## src/rtl/pdec_pkg.sv

```systemverilog
package pdec_pkg;
  localparam int GRP_N  = 8;
  localparam int ADDR_W = 16;
  localparam int G_STORE  = 0;
  localparam int G_MF     = 1;
  localparam int G_I2C    = 2;
  localparam int G_SPI    = 3;
  localparam int G_UART   = 4;
  localparam int G_MOUSE  = 5;
  localparam int G_SPRITE = 6;
  localparam int G_LAYER  = 7;
endpackage

```

## src/rtl/port_match.sv

```systemverilog
module port_match
  import pdec_pkg::*;
#(
  parameter int AW = ADDR_W
) (
  input  logic [AW-1:0]    addr,
  input  logic [AW-1:0]    mf_a,
  input  logic [AW-1:0]    mf_b,
  output logic [GRP_N-1:0] hit
);
  logic [7:0] lo;
  assign lo = addr[7:0];

  always_comb begin
    hit = '0;
    hit[G_LAYER]  = (addr == 16'h123B);
    hit[G_SPRITE] = (lo == 8'h57) || (lo == 8'h5B) || (addr == 16'h303B);
    hit[G_MOUSE]  = (addr == 16'hFADF) || (addr == 16'hFBDF) || (addr == 16'hFFDF);
    hit[G_UART]   = (addr == 16'h133B) || (addr == 16'h143B) || (addr == 16'h153B);
    hit[G_SPI]    = (lo == 8'hE7) || (lo == 8'hEB);
    hit[G_I2C]    = (addr == 16'h103B) || (addr == 16'h113B);
    hit[G_MF]     = (addr == mf_a) || (addr == mf_b);
    hit[G_STORE]  = (lo == 8'hE3);
  end
endmodule

```

## src/rtl/mask_reg.sv

```systemverilog
module mask_reg #(
  parameter int W = 8
) (
  input  logic         clk,
  input  logic         hard_rst,
  input  logic         soft_rst,
  input  logic         soft_keep,
  input  logic         wr_en,
  input  logic         wr_cop,
  input  logic [W-1:0] wr_data,
  input  logic         rd_en,
  output logic [W-1:0] rd_data,
  output logic [W-1:0] mask
);
  logic init_q = 1'b0;

  always_ff @(posedge clk) begin
    if (hard_rst) begin
      mask   <= '1;
      init_q <= 1'b1;
    end else if (soft_rst) begin
      if (!soft_keep) mask <= '1;
    end else if (wr_en && !wr_cop) begin
      mask <= wr_data;
    end
  end

  assign rd_data = rd_en ? mask : '0;

  assert_hard_ones_R1: assert property (@(posedge clk)
    hard_rst |=> (mask == {W{1'b1}}));
  assert_soft_fill_R2: assert property (@(posedge clk) disable iff (!init_q)
    (!hard_rst && soft_rst && !soft_keep) |=> (mask == {W{1'b1}}));
  assert_soft_keep_R2: assert property (@(posedge clk) disable iff (!init_q)
    (!hard_rst && soft_rst && soft_keep) |=> $stable(mask));
  assert_cop_drop_R3: assert property (@(posedge clk) disable iff (!init_q)
    (!hard_rst && !soft_rst && wr_en && wr_cop) |=> $stable(mask));
  assert_cpu_write_R3: assert property (@(posedge clk) disable iff (!init_q)
    (!hard_rst && !soft_rst && wr_en && !wr_cop) |=> (mask == $past(wr_data)));
endmodule

```

## src/rtl/sel_arbiter.sv

```systemverilog
module sel_arbiter #(
  parameter int N = 8
) (
  input  logic         clk,
  input  logic         iorq,
  input  logic         exp_on,
  input  logic [N-1:0] hit,
  input  logic [N-1:0] int_en,
  input  logic [N-1:0] mask,
  output logic [N-1:0] sel,
  output logic         fwd
);
  logic [N-1:0] win;
  logic [N-1:0] eff;

  assign eff = exp_on ? (mask & int_en) : int_en;

  for (genvar g = 0; g < N; g++) begin : g_win
    if (g == N-1) begin : g_top
      assign win[g] = hit[g];
    end else begin : g_low
      assign win[g] = hit[g] && !(|hit[N-1:g+1]);
    end
  end

  assign sel = iorq ? (win & eff) : '0;
  assign fwd = iorq && exp_on && !(|sel);

  assert_sel_onehot_R10: assert property (@(posedge clk)
    $onehot0(sel));
  assert_fwd_excl_R10: assert property (@(posedge clk)
    fwd |-> (sel == '0));
  assert_off_nofwd_R7: assert property (@(posedge clk)
    !exp_on |-> !fwd);
  assert_idle_R9: assert property (@(posedge clk)
    !iorq |-> (sel == '0 && !fwd));
endmodule

```

## src/rtl/port_mask_decoder.sv

```systemverilog
module port_mask_decoder
  import pdec_pkg::*;
(
  input  logic              clk,
  input  logic              hard_rst,
  input  logic              soft_rst,
  input  logic              soft_keep,
  input  logic              wr_en,
  input  logic              wr_cop,
  input  logic [GRP_N-1:0]  wr_data,
  input  logic              rd_en,
  output logic [GRP_N-1:0]  rd_data,
  input  logic              iorq,
  input  logic [ADDR_W-1:0] addr,
  input  logic [ADDR_W-1:0] mf_port_a,
  input  logic [ADDR_W-1:0] mf_port_b,
  input  logic [GRP_N-1:0]  int_en,
  input  logic              exp_on,
  output logic [GRP_N-1:0]  dev_sel,
  output logic              exp_fwd
);
  logic [GRP_N-1:0] mask;
  logic [GRP_N-1:0] hit;

  mask_reg #(.W(GRP_N)) i_mask (
    .clk(clk), .hard_rst(hard_rst), .soft_rst(soft_rst), .soft_keep(soft_keep),
    .wr_en(wr_en), .wr_cop(wr_cop), .wr_data(wr_data),
    .rd_en(rd_en), .rd_data(rd_data), .mask(mask)
  );

  port_match #(.AW(ADDR_W)) i_match (
    .addr(addr), .mf_a(mf_port_a), .mf_b(mf_port_b), .hit(hit)
  );

  sel_arbiter #(.N(GRP_N)) i_arb (
    .clk(clk), .iorq(iorq), .exp_on(exp_on), .hit(hit), .int_en(int_en),
    .mask(mask), .sel(dev_sel), .fwd(exp_fwd)
  );

  assert_sel_hits_R8: assert property (@(posedge clk)
    (dev_sel != '0) |-> ((dev_sel & hit) == dev_sel));
endmodule

```

## config.mk

```make
export PLATFORM = sky130hd
export DESIGN_NAME = port_mask_decoder
export DESIGN_NICKNAME = d
export VERILOG_FILES = /design/src/rtl/pdec_pkg.sv /design/src/rtl/port_match.sv /design/src/rtl/mask_reg.sv /design/src/rtl/sel_arbiter.sv /design/src/rtl/port_mask_decoder.sv
export SDC_FILE = /design/constraint.sdc
export NUM_CORES = 1
export LEC_CHECK = 0
export ABC_AREA = 1
export BUFFER_PORTS_ARGS = -buffer_cell sky130_fd_sc_hd__buf_2
export CAP_MARGIN = 20
export CORE_UTILIZATION = 43
export CTS_BUF_LIST = sky130_fd_sc_hd__clkbuf_4 sky130_fd_sc_hd__clkbuf_8
export CTS_CLUSTER_SIZE = 20
export DETAILED_ROUTE_END_ITERATION = 16
export PLACE_DENSITY = 0.78
export SETUP_SLACK_MARGIN = 0.05
export SLEW_MARGIN = 0
export SYNTH_ARGS = -nofsm -noshare
export SYNTH_HDL_FRONTEND = slang
export SYNTH_SLANG_ARGS = --single-unit
```

## constraint.sdc

```tcl
create_clock -name clk -period 3.25 [get_ports clk]
set_clock_uncertainty 0.2 [all_clocks]
set_input_delay 0.325 -clock clk [delete_from_list [all_inputs] [get_ports clk]]
set_output_delay 0.325 -clock clk [all_outputs]
set_load 0.05 [all_outputs]
```

# ---- Word level (Yosys, flattened, before mapping)
# Cells that the tools add are included.
# Widths: inputs -> output; s select.
dict set report totals {
  ramBits 0
  wordCells 64
  output_inout_bits 17
  latchBits 0
  romBits 0
  input_bits 73
  n_memories 0
  reg_bits 8
}
dict set report op_classes {
  n_addsub 0
  n_shift 0
  magnitude_cmp 0
  n_reduce_logical 37
  mux 6
  bitwise_logic 2
  div_mod_pow 0
  n_mul 0
  eq_ne 18
}
# op count
set op_table {}
lappend op_table {{$eq 16x13->1 const B} 6}
lappend op_table {{$eq 16x16->1 const B} 3}
lappend op_table {{$mux 8} 6}
lappend op_table {{$eq 16x16->1} 2}
lappend op_table {{$eq 8x8->1 const B} 3}
lappend op_table {{$and 8x8->8} 2}
lappend op_table {{$eq 16x14->1 const B} 1}
lappend op_table {{$eq 8x7->1 const B} 2}
lappend op_table {{$logic_and 1x1->1} 10}
lappend op_table {{$logic_not 1->1} 9}
lappend op_table {{$logic_or 1x1->1} 9}
lappend op_table {{$reduce_or 8->1} 1}
lappend op_table {{$reduce_or 7->1} 1}
lappend op_table {{$reduce_or 6->1} 1}
lappend op_table {{$reduce_or 5->1} 1}
lappend op_table {{$reduce_or 4->1} 1}
lappend op_table {{$reduce_or 3->1} 1}
lappend op_table {{$ne 2x2->1 const B} 1}
lappend op_table {{$reduce_and 2->1} 1}
lappend op_table {{$reduce_bool 2->1} 1}
lappend op_table {{$reduce_or 2->1} 1}

# ---- Depth between registers and ports, before layout
dict set report logic_depth {
  depth_word 11
  depth_mapped 12
  mapped_depth_nobuf 11
}

# ---- Modules after synthesis
# A second synthesis with hierarchy kept.
dict set report hier_totals {
  hier_cells 334
  area_unflattened_um2 1547.7
}
# mod n_inst cells_each area_per_inst_um2 seq_area_each_um2
set modules_own_cells {}
lappend modules_own_cells {port_match 1 209 833.3 0.0}
lappend modules_own_cells {mask_reg 1 56 404.1 160.2}
lappend modules_own_cells {sel_arbiter 1 69 310.3 0.0}

# ---- Worst setup path after synthesis
# Ideal clock, no wire load.
dict set report synth_path {
  path_kind {input to output}
  start {input port addr[10]}
  end {output port dev_sel[0]}
  arrival_time_ps 1928
  stages 10
  setup_slack_ps 797
  required_time_ps 2725
  path_buffers 1
  cell_sequence {buf_4 inv_2 nand2_1 nand2_1 nor2_1 nand2_1 nor2_2 nand2_2 nand2_1 nor3_1}
}
dict set report synth_between {
  elab_chain_len 8
  elab_cells_between_ends 24
  cone_classes {eq/ne: 12; mux: 1; bitwise: 1; reduce/logical: 10}
}
# element line
set synth_rtl {}
lappend synth_rtl {{from (decl)} port_mask_decoder.sv:14} ;# input logic [ADDR_W-1:0] addr,
lappend synth_rtl {{$eq 16x13->1 / $eq 16x16->1 (equally long branches)} {port_match.sv:19, port_match.sv:18}}
lappend synth_rtl {{$logic_or 1x1->1, on equally long branches (2 in series)} {port_match.sv:19, port_match.sv:18}}
lappend synth_rtl {{$reduce_or 7->1 (*)} sel_arbiter.sv:22} ;# assign win[g] = hit[g] && !(|hit[N-1:g+1]);
lappend synth_rtl {{$logic_not 1->1 (*)} sel_arbiter.sv:22}
lappend synth_rtl {{$logic_and 1x1->1 (*)} sel_arbiter.sv:22}
lappend synth_rtl {{$and 8x8->8 (*)} sel_arbiter.sv:26} ;# assign sel = iorq ? (win & eff) : '0;
lappend synth_rtl {{$mux 8 (*)} sel_arbiter.sv:26}
lappend synth_rtl {{to (decl)} port_mask_decoder.sv:19} ;# output logic [GRP_N-1:0] dev_sel,
# Mark *: on every way between the ends. The rest lies on a longest branch, timed or not.

# ---- Worst setup path after layout
dict set report layout_path {
  start {input port addr[10]}
  end {output port exp_fwd}
}
dict set report layout_between {
  elab_chain_len 11
  elab_cells_between_ends 44
  cone_classes {eq/ne: 12; mux: 1; bitwise: 1; reduce/logical: 30}
}
# element line
set layout_rtl {}
lappend layout_rtl {{$eq 16x13->1 / $eq 16x16->1 (equally long branches)} {port_match.sv:19, port_match.sv:18}}
lappend layout_rtl {{$logic_or 1x1->1, on equally long branches (2 in series)} {port_match.sv:19, port_match.sv:18}}
lappend layout_rtl {{$reduce_or 7->1 (tied with other cells)} sel_arbiter.sv:22}
lappend layout_rtl {{$logic_not 1->1} sel_arbiter.sv:22}
lappend layout_rtl {{$logic_and 1x1->1} sel_arbiter.sv:22}
lappend layout_rtl {{$and 8x8->8 (*)} sel_arbiter.sv:26}
lappend layout_rtl {{$mux 8 (*)} sel_arbiter.sv:26}
lappend layout_rtl {{$reduce_or 8->1 (*)} sel_arbiter.sv:27} ;# assign fwd = iorq && exp_on && !(|sel);
lappend layout_rtl {{$logic_not 1->1 (*)} sel_arbiter.sv:27}
lappend layout_rtl {{$logic_and 1x1->1 (*)} sel_arbiter.sv:27}
lappend layout_rtl {{to (decl)} port_mask_decoder.sv:20} ;# output logic exp_fwd
# Marks and branches as above.

==> flow_metrics.env <==
export IMPL_status="completed"
export IMPL_maxCapViolCount=0
export IMPL_synth_top_area_cell="nand2_1"
export IMPL_worstPathCellList="buf_2 -> inv_2 -> nand2_1 -> nor3_1 -> nand3_1 -> nand4_1 -> nor2_1 -> nand2_1 -> nand3_2 -> nor2_2 -> buf_2"
export IMPL_final_hold_violation_count=0
export IMPL_register_area_um2=160
export IMPL_power_density_nw_per_um2=213
export IMPL_finish_utilization_pct=61.0
export IMPL_grt_pass1_wl_um=7220
export IMPL_antenna_found_initial=0
export IMPL_fp_row_count=21
export IMPL_period_share_pct=69.6
export IMPL_drt_iter0_markers=86
export IMPL_postCtsSetupBuffers=0
export IMPL_clk_pin_slew_ps=40
export IMPL_area_growth_pct=32.6
export IMPL_finalCriticalPeriod_ps=2260
export IMPL_cp_required_ps=2720
export IMPL_clock_latency_ps=230
export IMPL_r2r_start="i_mask.mask[1]$_SDFFE_PP1P_"
export IMPL_synth_seq_cells=8
export IMPL_cts_htree_levels=1
export IMPL_yosysWarnings=0
export IMPL_pwr_share_clk_pct=26.9
export IMPL_drt_total_wl_um=4270
export IMPL_rsz0062_at_grt="no"
export IMPL_n_fill_cell=383
export IMPL_path_class="in -> out"
export IMPL_p_sw_uw=180
export IMPL_initial_core_util_pct=46.0
export IMPL_cts_buffers=3
export IMPL_clockBufferDepth=2
export IMPL_die_area_um2=3930
export IMPL_crit_buf_inv=3
export IMPL_ys_types=29
export IMPL_crit_slowest_cell="buf_2"
export IMPL_first_global_vias=1812
export IMPL_arrival_ps=1740
export IMPL_ant_nets=0
export IMPL_finalSetupViolCount=0
export IMPL_startpoint="addr[10]"
export IMPL_core_um2=3440
export IMPL_rr_endpoint="i_mask.mask[1]$_SDFFE_PP1P_"
export IMPL_grt_overflow_total=0
export IMPL_final_nets=494
export IMPL_final_cell_mix="nand2_1, buf_2, inv_1, nor2_1, inv_2"
export IMPL_end_kind="output pin"
export IMPL_synth_top_area_share_pct=32.9
export IMPL_synthArstFlopShare_pct=0
export IMPL_crit_path_end="exp_fwd"
export IMPL_max_freq_ghz=0.442
export IMPL_io_pins=90
export IMPL_gp_congestion=0.894
export IMPL_detail_route_vias_per_cell=4.55
export IMPL_drc=0
export IMPL_p_int_uw=267
export IMPL_synth_edf_count=0
export IMPL_postCtsHoldBufs=0
export IMPL_first_pass_iters=4
export IMPL_die_w_um=62.7
export IMPL_largest_reg_flops=8
export IMPL_port_buffers=89
export IMPL_multi_input_area_um2=1100
export IMPL_min_path_type="in -> reg"
export IMPL_p_leak_uw=0.00144
export IMPL_finalMaxSlewViolations=0
export IMPL_cp_max_fo=8
export IMPL_dpl_hpwl_um=3750
export IMPL_grtUsageTotal_pct=22.5
export IMPL_rrSetupSlack_ps=2380
export IMPL_synthCells=332
export IMPL_cts_tree="built"
export IMPL_drive_gt1_share_pct=28.4
export IMPL_clockRootBuffer="clkbuf_8"
export IMPL_netlist_area_um2=1580
export IMPL_cts_resized=0
export IMPL_slew_headroom_pct=60.7
export IMPL_cts_sinks=8
export IMPL_ys_seq_area_share_pct=10.1
export IMPL_grt_max_degree=12
export IMPL_mostFrequentLayoutCell="nand2_1"
export IMPL_critPathMaxStageDelay_ps=270
export IMPL_critPathTopFamily="simple AND/OR/NAND/NOR gates"
export IMPL_setup_tns_ps=0
export IMPL_avgSynthCellArea_um2=4.77
export IMPL_peakVddDrop_v=0.000201
export IMPL_sequentialPowerShare_pct=24.7
export IMPL_synth_nets=405
export IMPL_tightestPinTransition_ps=590
export IMPL_cp_start_kind="primary input"
export IMPL_worstRegToRegCells=2
export IMPL_power_frac_comb_pct=48.4
export IMPL_swShare_pct=40.3
export IMPL_antenna_cells=0
export IMPL_routed_via_count=2118
export IMPL_cp_num_cells=11
export IMPL_wl_per_cell_um=9.19
export IMPL_die_y_um=62.7
export IMPL_synth_area_leaders="nand2_1, inv_1, dfxtp_1"
export IMPL_ys_flop_type="dfxtp_1"
final cells by class:
| cell class | count | share of cell area, % |
|---|---|---|
| repair buffers | 89 | 21.2 |
| clock buffers | 3 | 1.97 |
| flip-flops and latches | 8 | 7.62 |
| inverters | 80 | 14.3 |
| well taps | 46 | 2.74 |
| multi-input cells | 239 | 52.2 |
kinds of logic after synthesis:
| logic type | share of synthesized area [%] |
|---|---|
| buf+inv | 20.7 |
| compound gates | 9.08 |
| xor+xnor | 2.21 |
| flops | 10.1 |
| simple gates | 57.9 |
worst register-to-register path: stages, from the launching register on:
cell,delay [ps]
dfxtp_1,300
inv_1,80
o221ai_1,130
worst min path at each step:
stage                                start                          end  slack [ps]  cells past startpoint
6_report                        wr_data[3]  i_mask.mask[3]$_SDFFE_PP1P_         170                      3
3_5_place_dp   i_mask.mask[2]$_SDFFE_PP1P_  i_mask.mask[2]$_SDFFE_PP1P_         330                      2
5_1_grt                         wr_data[4]  i_mask.mask[4]$_SDFFE_PP1P_         190                      3
3_3_place_gp   i_mask.mask[5]$_SDFFE_PP1P_  i_mask.mask[5]$_SDFFE_PP1P_         320                      2
4_1_cts                         wr_data[3]  i_mask.mask[3]$_SDFFE_PP1P_         170                      3
2_1_floorplan  i_mask.mask[4]$_SDFFE_PP1P_  i_mask.mask[4]$_SDFFE_PP1P_         290                      2
Yosys cell counts (all sizes together) (3+ instances only):
cell type / n
a21oi: 8
buf: 3
dfxtp: 8
inv: 80
nand2: 142
nand3: 11
nand4: 6
nor2: 49
nor3: 4
o211ai: 3
o221ai: 6
power groups by stage:
stage          registers [uW]  logic [uW]  clock network, uW
2_1_floorplan             111         135                  0
3_3_place_gp              112         213                  0
3_5_place_dp              112         216                  0
4_1_cts                   110         217                121
5_1_grt                   111         245                130
6_report                  110         216                120
stage by stage:
stage	area, um2	power (uW)	std cells	hold WS, ps	setup WS (ps)
final	2100	446	465	166	989
after global routing	2100	486	465	189	886
after CTS	2100	449	465	171	1010
after detailed placement	2060	328	462	329	1020
after global placement	2060	325	462	324	1040
after floorplan	1580	246	332	295	797
layer usage:
metal  track usage [%]  routed length, um
met1              29.1               1970
met2              39.5               2040
met3              2.37                215
met4              5.23                 46
met5                 0                  0
No activity file was read; power rests on OpenSTA's default activity.
